### src/rtl/blkseq_pkg.sv
package blkseq_pkg;
  typedef enum logic [2:0] {
    ST_IDLE      = 3'd0,
    ST_FETCH     = 3'd1,
    ST_ACTIVE    = 3'd2,
    ST_WAIT_DONE = 3'd3,
    ST_HALTED    = 3'd4,
    ST_DONE      = 3'd5
  } seq_state_t;

  localparam int unsigned IRQ_N   = 3;
  localparam int unsigned IRQ_BLK = 0;
  localparam int unsigned IRQ_INV = 1;
  localparam int unsigned IRQ_WOV = 2;

  localparam logic [1:0] A_SHADOW = 2'd0;
  localparam logic [1:0] A_ACTIVE = 2'd1;
  localparam logic [1:0] A_RESUME = 2'd2;
  localparam logic [1:0] A_ISTAT  = 2'd3;
endpackage

### src/rtl/blkseq_shadow.sv
module blkseq_shadow #(
  parameter int unsigned BODY_W = 18
) (
  input  logic              clk,
  input  logic              rst_n,
  input  logic              wr_req,
  input  logic              wr_valid,
  input  logic [BODY_W-1:0] wr_body,
  input  logic              clr,
  output logic              valid,
  output logic [BODY_W-1:0] body,
  output logic              wov
);
  logic body_en;
  logic valid_en;
  logic valid_d;

  always_comb begin
    body_en  = wr_req & ~valid;
    valid_en = body_en | clr;
    valid_d  = body_en ? wr_valid : 1'b0;
    wov      = wr_req & valid;
  end

  always_ff @(posedge clk or negedge rst_n) begin
    if (!rst_n) begin
      valid <= 1'b0;
      body  <= '0;
    end else begin
      if (valid_en) valid <= valid_d;
      if (body_en)  body  <= wr_body;
    end
  end
endmodule

### src/rtl/blkseq_fsm.sv
module blkseq_fsm
  import blkseq_pkg::*;
(
  input  logic       clk,
  input  logic       rst_n,
  input  logic       ch_enable,
  input  logic       ch_disable,
  input  logic       prefetch_en,
  input  logic       blk_done,
  input  logic       resume_req,
  input  logic       shd_valid,
  input  logic       act_last,
  input  logic       stg_valid,
  output seq_state_t state,
  output logic       ld_shadow,
  output logic       ld_stage,
  output logic       pf_take,
  output logic       inv_evt,
  output logic       blk_evt
);
  seq_state_t state_d;
  logic       pf_window;

  always_comb begin
    ld_shadow = (state == ST_FETCH) & shd_valid & ~ch_disable;
    inv_evt   = (state == ST_FETCH) & ~shd_valid & ~ch_disable;
    blk_evt   = (state == ST_WAIT_DONE) & blk_done & ~ch_disable;
    ld_stage  = blk_evt & ~act_last & stg_valid;
    pf_window = (state == ST_ACTIVE) | ((state == ST_WAIT_DONE) & ~blk_done);
    pf_take   = pf_window & prefetch_en & ~act_last & ~stg_valid & shd_valid & ~ch_disable;
  end

  always_comb begin
    state_d = state;
    unique case (state)
      ST_IDLE:      if (ch_enable) state_d = ST_FETCH;
      ST_FETCH:     state_d = shd_valid ? ST_ACTIVE : ST_HALTED;
      ST_ACTIVE:    state_d = ST_WAIT_DONE;
      ST_WAIT_DONE: begin
        if (blk_done) begin
          if (act_last)       state_d = ST_DONE;
          else if (stg_valid) state_d = ST_ACTIVE;
          else                state_d = ST_FETCH;
        end
      end
      ST_HALTED:    if (resume_req) state_d = ST_FETCH;
      ST_DONE:      state_d = ST_IDLE;
      default:      state_d = ST_IDLE;
    endcase
    if (ch_disable) state_d = ST_IDLE;
  end

  always_ff @(posedge clk or negedge rst_n) begin
    if (!rst_n) state <= ST_IDLE;
    else        state <= state_d;
  end
endmodule

### src/rtl/blkseq_active.sv
module blkseq_active #(
  parameter int unsigned BODY_W = 18
) (
  input  logic              clk,
  input  logic              rst_n,
  input  logic              ld_shadow,
  input  logic              ld_stage,
  input  logic              pf_take,
  input  logic              dis,
  input  logic              direct_wr,
  input  logic [BODY_W-1:0] shd_body,
  input  logic [BODY_W-1:0] wr_body,
  output logic [BODY_W-1:0] act_body,
  output logic              stg_valid
);
  logic [BODY_W-1:0] stg_body;
  logic [BODY_W-1:0] act_d;
  logic              act_en;
  logic              stgv_en;
  logic              stgv_d;

  always_comb begin
    act_en = ld_shadow | ld_stage | direct_wr;
    if (ld_shadow)     act_d = shd_body;
    else if (ld_stage) act_d = stg_body;
    else               act_d = wr_body;
    stgv_en = pf_take | ld_stage | dis;
    stgv_d  = pf_take;
  end

  always_ff @(posedge clk or negedge rst_n) begin
    if (!rst_n) begin
      act_body  <= '0;
      stg_body  <= '0;
      stg_valid <= 1'b0;
    end else begin
      if (act_en)  act_body  <= act_d;
      if (pf_take) stg_body  <= shd_body;
      if (stgv_en) stg_valid <= stgv_d;
    end
  end
endmodule

### src/rtl/blkseq_irq.sv
module blkseq_irq #(
  parameter int unsigned N = 3
) (
  input  logic         clk,
  input  logic         rst_n,
  input  logic [N-1:0] set_in,
  input  logic [N-1:0] stat_en,
  input  logic [N-1:0] clr_mask,
  input  logic [N-1:0] sig_en,
  output logic [N-1:0] status,
  output logic         irq
);
  for (genvar i = 0; i < N; i++) begin : g_bit
    logic set_i;
    logic en_i;
    assign set_i = set_in[i] & stat_en[i];
    assign en_i  = set_i | clr_mask[i];
    always_ff @(posedge clk or negedge rst_n) begin
      if (!rst_n)    status[i] <= 1'b0;
      else if (en_i) status[i] <= set_i;
    end
  end

  assign irq = |(status & sig_en);
endmodule

### src/rtl/blkseq_ctrl.sv
module blkseq_ctrl
  import blkseq_pkg::*;
#(
  parameter int unsigned CTRL_W = 16
) (
  input  logic              clk,
  input  logic              rst_n,
  input  logic              ch_enable,
  input  logic              ch_disable,
  input  logic              prefetch_en,
  input  logic              blk_done,
  input  logic              sw_wr_en,
  input  logic [1:0]        sw_wr_addr,
  input  logic [CTRL_W+2:0] sw_wr_data,
  input  logic [2:0]        stat_en,
  input  logic [2:0]        sig_en,
  output logic              busy,
  output logic              halted,
  output logic              blk_start,
  output logic              xfer_done,
  output logic              shadow_valid,
  output logic [CTRL_W-1:0] active_ctrl,
  output logic              active_ioc,
  output logic              active_last,
  output logic [2:0]        int_status,
  output logic              irq
);
  localparam int unsigned BODY_W = CTRL_W + 2;
  localparam int unsigned IOC_B  = CTRL_W;
  localparam int unsigned LAST_B = CTRL_W + 1;
  localparam int unsigned VAL_B  = CTRL_W + 2;

  seq_state_t        state;
  logic              ld_shadow, ld_stage, pf_take, inv_evt, blk_evt;
  logic              shd_wr, resume_req, direct_wr, wov;
  logic              stg_valid;
  logic [BODY_W-1:0] shd_body;
  logic [BODY_W-1:0] act_body;
  logic [IRQ_N-1:0]  clr_mask;
  logic [IRQ_N-1:0]  set_vec;

  always_comb begin
    shd_wr     = sw_wr_en & (sw_wr_addr == A_SHADOW);
    resume_req = sw_wr_en & (sw_wr_addr == A_RESUME);
    direct_wr  = sw_wr_en & (sw_wr_addr == A_ACTIVE) & (state == ST_IDLE);
    clr_mask   = (sw_wr_en & (sw_wr_addr == A_ISTAT)) ? sw_wr_data[IRQ_N-1:0] : '0;
    set_vec    = '0;
    set_vec[IRQ_BLK] = blk_evt & act_body[IOC_B];
    set_vec[IRQ_INV] = inv_evt;
    set_vec[IRQ_WOV] = wov;
  end

  blkseq_fsm u_fsm (
    .clk        (clk),
    .rst_n      (rst_n),
    .ch_enable  (ch_enable),
    .ch_disable (ch_disable),
    .prefetch_en(prefetch_en),
    .blk_done   (blk_done),
    .resume_req (resume_req),
    .shd_valid  (shadow_valid),
    .act_last   (act_body[LAST_B]),
    .stg_valid  (stg_valid),
    .state      (state),
    .ld_shadow  (ld_shadow),
    .ld_stage   (ld_stage),
    .pf_take    (pf_take),
    .inv_evt    (inv_evt),
    .blk_evt    (blk_evt)
  );

  blkseq_shadow #(.BODY_W(BODY_W)) u_shadow (
    .clk     (clk),
    .rst_n   (rst_n),
    .wr_req  (shd_wr),
    .wr_valid(sw_wr_data[VAL_B]),
    .wr_body (sw_wr_data[BODY_W-1:0]),
    .clr     (ld_shadow | pf_take),
    .valid   (shadow_valid),
    .body    (shd_body),
    .wov     (wov)
  );

  blkseq_active #(.BODY_W(BODY_W)) u_active (
    .clk      (clk),
    .rst_n    (rst_n),
    .ld_shadow(ld_shadow),
    .ld_stage (ld_stage),
    .pf_take  (pf_take),
    .dis      (ch_disable),
    .direct_wr(direct_wr),
    .shd_body (shd_body),
    .wr_body  (sw_wr_data[BODY_W-1:0]),
    .act_body (act_body),
    .stg_valid(stg_valid)
  );

  blkseq_irq #(.N(IRQ_N)) u_irq (
    .clk     (clk),
    .rst_n   (rst_n),
    .set_in  (set_vec),
    .stat_en (stat_en),
    .clr_mask(clr_mask),
    .sig_en  (sig_en),
    .status  (int_status),
    .irq     (irq)
  );

  assign busy        = (state != ST_IDLE);
  assign halted      = (state == ST_HALTED);
  assign blk_start   = (state == ST_ACTIVE);
  assign xfer_done   = (state == ST_DONE);
  assign active_ctrl = act_body[CTRL_W-1:0];
  assign active_ioc  = act_body[IOC_B];
  assign active_last = act_body[LAST_B];
endmodule

### config.mk
export PLATFORM = sky130hd
export DESIGN_NAME = blkseq_ctrl
export DESIGN_NICKNAME = d
export VERILOG_FILES = /design/src/rtl/blkseq_pkg.sv /design/src/rtl/blkseq_shadow.sv /design/src/rtl/blkseq_fsm.sv /design/src/rtl/blkseq_active.sv /design/src/rtl/blkseq_irq.sv /design/src/rtl/blkseq_ctrl.sv
export SDC_FILE = /design/constraint.sdc
export NUM_CORES = 1
export LEC_CHECK = 0
export BUFFER_PORTS_ARGS = -buffer_cell sky130_fd_sc_hd__buf_2
export CAP_MARGIN = 20
export CORE_UTILIZATION = 40
export CTS_CLUSTER_DIAMETER = 80
export DETAILED_ROUTE_END_ITERATION = 10
export GPL_ROUTABILITY_DRIVEN = 0
export MAX_ROUTING_LAYER = met4
export PLACE_DENSITY_LB_ADDON = 0.12
export SLEW_MARGIN = 25
export SYNTH_ARGS = -nofsm -noshare
export SYNTH_HDL_FRONTEND = slang
export SYNTH_SLANG_ARGS = --single-unit
### constraint.sdc
create_clock -name clk -period 2 [get_ports clk]
set_input_delay 0.1 -clock clk [delete_from_list [all_inputs] [get_ports clk]]
set_output_delay 0.1 -clock clk [all_outputs]
set_load 0.05 [all_outputs]
=== Word-level counts from Yosys, hierarchy flattened ===
Cells that the tools add are included.
Widths: inputs -> output; s select.

* Logic and storage cells: 78
* Output and inout port bits: 27
* Input bits: 34
* Bits in registers: 62

* Equality and inequality tests: 11
* Mux-type cells: 12
* Bitwise gates (word level): 41
* Reductions and logical operators: 5

{| class="wikitable"
|+ Operators by type and width
! cell !! number
|-
| $mux 18 || 2
|-
| $and 1x1->1 || 25
|-
| $mux 3 || 7
|-
| $pmux 3 s5 || 1
|-
| $or 1x1->1 || 10
|-
| $eq 3x2->1 const B || 2
|-
| $eq 3x3->1 const B || 2
|-
| $ne 3x3->1 const B || 2
|-
| $not 1->1 || 5
|-
| $eq 2x2->1 const B || 2
|-
| $and 3x3->3 || 1
|-
| $eq 3x1->1 const B || 1
|-
| $logic_not 3->1 || 1
|-
| $ne 3x2->1 const B || 1
|-
| $reduce_and 3->1 || 1
|-
| $reduce_bool 3->1 || 1
|-
| $reduce_or 3->1 || 1
|-
| $eq 2x1->1 const B || 1
|-
| $logic_not 2->1 || 1
|-
| $mux 2 || 1
|-
| $mux 1 || 1
|}

=== Logic depth before layout (Yosys ltp) ===
Gate-level depths: netlist (run 1).

* Depth after elaboration: 10
* Gate-level depth with buffers: 7
* Mapped depth without buffers: 4

=== By module ===
From an unflattened synthesis (run 1), not the netlist that was laid out.

* Cells, all modules: 240
* Area, all modules: 3109.2 µm²

{| class="wikitable"
|+ By module, submodules not included
! module !! times used !! sequential area each (µm²) !! cells an instance !! area each (µm²)
|-
| blkseq_active || 1 || 925.9 || 141 || 1853.0
|-
| blkseq_shadow || 1 || 475.5 || 43 || 773.2
|-
| blkseq_fsm || 1 || 75.1 || 28 || 252.7
|-
| blkseq_irq || 1 || 75.1 || 14 || 126.4
|-
| blkseq_ctrl || 1 || 0.0 || 14 || 103.8
|}

=== Worst setup path after synthesis (run 1) ===
Ideal clock, no wire load.

* Path type: reg-to-reg
* Start: register u_fsm.state[1]
* End: register u_fsm.state[2]
* Library setup time: 0.085 ns
* Data required time: 1.915 ns
* Cell stages (with the launch flop): 5
* Path buffers: 1
* Path slack: -0.183 ns
* Period minus slack after synthesis: 2.183 ns
* Arrival: 2.097 ns
* Cell sequence: dfrtp_1 -> clkbuf_1 -> nor3_1 -> o21ai_0 -> o21ai_0

* Longest elaborated chain between the ends: 3
* Elaborated cells between the ends (all ways): 11
* Classes of those cells: 7 x eq/ne; 2 x mux; 2 x reduce/logical

{| class="wikitable"
|+ Ends and longest elaborated chain
! what !! line !! text
|-
| start, declared || blkseq_fsm.sv:14 || <nowiki>output seq_state_t state,</nowiki>
|-
| start signal, assigned || blkseq_fsm.sv:55 || <nowiki>else state <= state_d;</nowiki>
|-
| $eq 3x3->1 * || - ||
|-
| via halted || blkseq_ctrl.sv:18 || <nowiki>output logic halted,</nowiki>
|-
| $pmux 3 s5 / $ne 3x2->1 (equally long branches) || - ||
|-
| $mux 3 / $reduce_and 3->1 (equally long branches) || - ||
|}

Mark *: on every way through the listed nets, which the timed path passes. The rest lies on a longest branch.
A chain may end at the register's enable or synchronous reset.

=== Worst setup path in the final report (run 1) ===
* Start: register u_fsm.state[2]
* End: register u_active.act_body[9]

* Longest elaborated chain between the ends: 7
* Elaborated cells between the ends (all ways): 14
* Classes of those cells: 2 x eq/ne; 2 x mux; 9 x bitwise; 1 x reduce/logical

{| class="wikitable"
|+ Ends and longest elaborated chain
! what !! line !! text
|-
| $eq 3x2->1 || blkseq_fsm.sv:27 || <nowiki>blk_evt = (state == ST_WAIT_DONE) & blk_done & ~ch_disable;</nowiki>
|-
| $and 1x1->1 (2 in a row) || blkseq_fsm.sv:27 ||
|-
| $and 1x1->1 (2 in a row) || blkseq_fsm.sv:28 || <nowiki>ld_stage = blk_evt & ~act_last & stg_valid;</nowiki>
|-
| $mux 18 / $or 1x1->1 (equally long branches) || blkseq_active.sv:25, blkseq_active.sv:23 ||
|-
| $mux 18 / $or 1x1->1 (equally long branches) || blkseq_active.sv:24, blkseq_active.sv:23 ||
|-
| end signal, assigned || blkseq_active.sv:37 || <nowiki>if (act_en) act_body <= act_d;</nowiki>
|-
| end, declared || blkseq_active.sv:13 || <nowiki>output logic [BODY_W-1:0] act_body,</nowiki>
|}

Parallel ways exist; a longest one is shown, timed or not.

==> metrics, run 1 <==
clk root buf=clkbuf_8; Final nets=between 300 and 400; Synth area leader=dfrtp_1; row count=31; Via density=5.58; post-CTS resize count=0; vias after detailed routing=2516; core area=about 0.0073 mm²; sequential area share after synthesis=0.511; IO Count=61; worst path arrival time=2.14 ns; insertion delay to the later sink of the worst-skew pair=0.34 ns; fill count=697; 1st-pass router iterations=6; H-tree levels=3; Crit Path Class=reg2reg; total grt overflow=0; Die X=around 89 µm; synth top area cells=dfrtp_1, mux2_2, mux2_4; Power Dens Cells=1450 mW/mm²; Clock Path Buffers=2; Synth top area share=0.511; Crit path required time=2.22 ns; Peak Freq=0.521 GHz; TritonCTS clock tree=built; Initial DRC Count=between 100 and 150; Total GRT Usage=0.220; Reg2Reg Setup Slack=0.08 ns; max-slew violations=0; period utilization=0.960; n_diodes=0; metal2 WL=approximately 3700 µm; total of max-cap violations=0; commonest non-fill, non-tap cells in the layout=buf_2, dfrtp_1, mux2_2; CTS buffer count=9; Detail Placement HPWL=approximately 4800 µm; Mapped Area=0.00304 mm²; Final Hold Viols=0; largest net degree at the start of global routing=35; routed len/inst=approximately 17 µm; Non-Filler Instances=451; Worst Path Max Fanout=18; drt drc=0; highest metal used=met4; WL met1=3590 µm; met3 wire len=461 µm; Finish-stage setup viols=0; Worst-Margin Slew=between 0.8 and 0.9 ns; CTS Sinks=62; Lkg Pwr=approximately 0.0018 µW; RSZ-0062 raised after global routing=no; status=finished clean; Buffers on Ports=60; starting density of the core=0.417; synthesized area per cell=11.3 µm²; Detail Route Antenna Nets=0; slew margin rel.=0.459; crit path time final=1.92 ns; number of synthesis warnings=0; Setup crit start kind=flip-flop; Worst Setup End Kind=flip-flop; number of global-route vias before repair=about 2.4k; DIE AREA=approximately 0.0079 mm²; Syn Nets=302; Hold WC Path Type=in2reg; share of cells above drive strength 1=0.432; initial antenna violation count=0; clock slew at reported path FFs=approximately 0.080 ns; placed cells=426; post-route clock skew=0.0154 ns; Gate Count Post-Synth=about 270; synth unique cells=31; total negative slack=0 ns; die height=89.2 µm; Peak VDD IR=0.936 mV; Yosys reg bits=62; Area Overhead vs Synth=27.4%; first-pass GRT wire length=between 10000 and 15000 µm; routed wire length=7820 µm
report_power, final:
group	switching (µW)	internal [µW]	leakage, µW	total [µW]
clock network	515	705	0.000106	1220
registers	309	1750	0.000775	2060
logic	1490	842	0.000875	2330
total	2310	3300	0.00176	5610
per-layer routing:
layer / vias to the layer above / GRT usage
li1: 1155 / -
met1: 1272 / 0.276
met2: 85 / 0.352
met3: 4 / 0.0600
met4: 0 / 0.0563
met5: - / -
registers in the layout (all words and copies together) (netlist names):
register and flops:
u_irq.status 3, u_active.stg_valid 1, u_active.stg_body 18, u_shadow.body 18, u_shadow.valid 1, u_fsm.state 3, u_active.act_body 18
logic make-up (layout without fill, tap and decap cells):
group	count (synthesis)	in the layout	share of synthesized area
AOI/OAI and AO/OA	55	55	0.112
buffers and inverters	27	111	0.0412
and+or+nand+nor	70	70	0.123
muxes	54	54	0.213
DFF	62	62	0.511
cell usage after synthesis:
cell type	n
buf_6	2
buf_2	4
mux2_2	40
inv_1	6
nand2b_1	2
nor4b_4	1
o211a_1	1
o41ai_1	1
nand2_1	11
or2_1	1
mux2_4	10
a31oi_1	19
nor3_1	21
clkbuf_1	14
a311o_1	1
dfrtp_1	62
nand3_1	22
a32o_1	3
nor4b_1	1
and3_1	1
nand4_1	3
buf_4	1
or4b_1	2
mux2_1	4
a21oi_1	2
a222oi_1	1
a2111oi_1	1
a41oi_1	1
o21ai_0	25
nor2_1	4
nor2b_1	1
worst max-delay path, stage by stage (launching register included):
cell	delay (ns)
dfrtp_1	0.41
or4b_1	0.49
or2_1	0.25
o211a_1	0.14
buf_12	0.17
mux2_1	0.32
path summary, 6_finish.rpt:
kind / startpoint / end / cells past startpoint
worst max-delay path: u_fsm.state[2] / u_active.act_body[9] / 5
min in group asynchronous: rst_n / u_irq.status[2] / 2
worst max register to register: u_fsm.state[2] / u_active.act_body[9] / 5
worst min-delay path: sw_wr_data[11] / u_shadow.body[11] / 2
worst min register to register: u_active.act_body[7] / u_active.act_body[7] / 1
max in group asynchronous: rst_n / u_active.stg_body[7] / 3
stage by stage:
stage	total power (µW)	util	hold slack, ns	setup slack, ns	area, µm²
floorplan	3760	-	-0.196	0.00355	3050
global placement	4370	0.488	0.241	0.103	3560
detailed placement	4400	0.488	0.242	0.0703	3560
CTS	5650	0.528	0.000155	0.0530	3850
global route	5920	0.531	0.00205	0.0148	3870
finish	5610	0.531	0.0146	0.0807	3870
repair_timing:
action | in CTS | in global routing
endpoints found under the hold margin | 37 | 1
hold buffers | 7 | 1
endpoints found under the setup margin | 0 | 4
setup buffers | 0 | 1
layout make-up:
type,instances,area [µm²],area share
clock buffers,9,124,0.0320
flip-flops and latches,62,1550,0.402
multi-input cells,179,1370,0.355
clock inverters,7,97.6,0.0252
repair buffers,89,576,0.149
well taps,99,124,0.0320
inverters,6,22.5,0.00582
No activity file was read; power rests on OpenSTA's default activity.
==> run 2, diff against run 1 <==
--- a/config.mk
+++ b/config.mk
@@ -7,12 +7,12 @@
 export LEC_CHECK = 0
 export BUFFER_PORTS_ARGS = -buffer_cell sky130_fd_sc_hd__buf_2
 export CAP_MARGIN = 20
-export CORE_UTILIZATION = 40
+export CORE_UTILIZATION = 30
 export CTS_CLUSTER_DIAMETER = 80
 export DETAILED_ROUTE_END_ITERATION = 10
 export GPL_ROUTABILITY_DRIVEN = 0
 export MAX_ROUTING_LAYER = met4
-export PLACE_DENSITY_LB_ADDON = 0.12
+export PLACE_DENSITY_LB_ADDON = 0.05
 export SLEW_MARGIN = 25
 export SYNTH_ARGS = -nofsm -noshare
 export SYNTH_HDL_FRONTEND = slang
==> constraint.sdc (replaced) <==
create_clock -name clk -period 2 [get_ports clk]
set_input_delay 0.2 -clock clk [delete_from_list [all_inputs] [get_ports clk]]
set_output_delay 0.2 -clock clk [all_outputs]
set_load 0.05 [all_outputs]
==> metrics, run 2 (same netlist as run 1, synthesis figures left out) <==
Initial DRC Count=54; row count=36; Reg2Reg Setup Slack=0.07 ns; status=finished clean; Design Power=5600 µW; Detail Placement HPWL=5510 µm; Peak VDD IR=about 0.69 mV; CTS Sinks=62; routed wire length=about 8700 µm; drt drc=0; RSZ-0062 raised after global routing=no; max-slew violations=0; total grt overflow=0; Lkg Pwr=approximately 0.0017 µW; number of global-route vias before repair=2476; Die X=103 µm; largest net degree at the start of global routing=33; IO Count=61; crit path time final=1.93 ns; initial antenna violation count=0; commonest non-fill, non-tap cells in the layout=buf_2, dfrtp_1, mux2_2; Crit Path Class=reg2reg; clk root buf=clkbuf_8; sequential cell area=0.00155 mm²; Crit path required time=~2.2 ns; first-pass GRT wire length=13700 µm; Via density=5.08; fill count=just over 1k; CTS buffer count=9; worst hold slack=between 0.07 and 0.08 ns; Area Overhead vs Synth=26.3%; Final nets=374; R2R Path End=u_active.act_body[16]; total of max-cap violations=0; Hold Startpoint=sw_wr_data[18]; post-route clock skew=0.0143 ns; worst slack, placed=between 0.06 and 0.07 ns; core area=0.00977 mm²; starting density of the core=0.311; DIE AREA=0.0105 mm²; FF-to-FF path depth=5; clock slew at reported path FFs=roughly 0.080 ns; worst path arrival time=2.14 ns; Clock Path Buffers=2; H-tree levels=3; vias after detailed routing=2430; insertion delay to the later sink of the worst-skew pair=0.34 ns; share of cells above drive strength 1=0.438; Top Registers=u_active.act_body: 18 flops, u_active.stg_body: 18 flops, u_shadow.body: 18 flops; Multi-input gate area=0.00138 mm²; Worst Path Max Fanout=14; TritonCTS clock tree=built; Buffers on Ports=60; Peak Freq=0.519 GHz; total negative slack=0 ns; Setup crit start kind=flip-flop; n_diodes=0; R2R Path Start=u_fsm.state[1]; period utilization=0.963; slew margin rel.=0.457; hold path depth=2; Power Dens Cells=about 1500 mW/mm²; Finish-stage setup viols=0; WHS Endpoint=u_shadow.valid; final setup margin=0.0737 ns; Detail Route Antenna Nets=0; Worst-Margin Slew=between 0.8 and 0.9 ns; 1st-pass router iterations=4; Worst Setup End Kind=flip-flop; Total GRT Usage=0.181; routed len/inst=18.2 µm; Final Hold Viols=0; die height=a little over 100 µm; Post-CTS Setup Inserts=0; final core utilization=0.392; Hold WC Path Type=in2reg
==> run 2: worst max-delay path, cell delays in order (launching register included) <==
cell,delay [ns]
dfrtp_1,0.39
or4b_4,0.54
or2_1,0.24
o211a_1,0.16
buf_12,0.17
mux2_1,0.31
==> run 2: area by class of cell <==
type / count / share of cell area
clock buffers: 12 / 0.0352
clock inverters: 4 / 0.0189
well taps: 133 / 0.0434
repair buffers: 82 / 0.132
flip-flops and latches: 62 / 0.405
multi-input cells: 179 / 0.360
inverters: 6 / 0.00587
==> run 2: timing repair <==
action / 4_1_cts / 5_1_grt
endpoints found under the setup margin: 0 / 7
hold buffers: 1 / 0
hold endpoints to repair: 30 / 0
gates resized for setup: 0 / 2
==> run 2: worst max path at each step <==
| stage | startpoint | end | slack (ns) | cells past startpoint |
|---|---|---|---|---|
| after floorplan | u_fsm.state[2] | u_active.act_body[17] | 0.004 | 7 |
| after global placement | u_fsm.state[1] | u_active.act_body[10] | 0.09 | 5 |
| after detailed placement | u_fsm.state[1] | u_active.act_body[9] | 0.06 | 5 |
| after CTS | u_fsm.state[1] | u_active.act_body[16] | 0.04 | 5 |
| after global routing | u_fsm.state[2] | u_active.act_body[16] | 0.01 | 5 |
| final | u_fsm.state[1] | u_active.act_body[16] | 0.07 | 5 |
==> run 2: per-stage QoR <==
stage,cell area (µm²),std cells
after floorplan,3050,268
after global placement,3610,461
after detailed placement,3610,461
after CTS,3830,478
after global routing,3840,478
final,3840,478
==> run 2: layer usage <==
| metal | up-vias | wire length, µm | global-route usage |
|---|---|---|---|
| met1 | 1232 | 4190 | 0.237 |
| met5 | - | 0 | - |
| met3 | 6 | 293 | 0.0386 |
| met2 | 51 | 4130 | 0.286 |
| met4 | 0 | 68 | 0.0462 |
| li1 | 1141 | - | - |
==> run 2: power by group <==
| group | total, µW | switching [µW] | internal (µW) |
|---|---|---|---|
| Sequential | 2080 | 326 | 1750 |
| Clock | 1190 | 489 | 702 |
| Combinational | 2330 | 1500 | 832 |
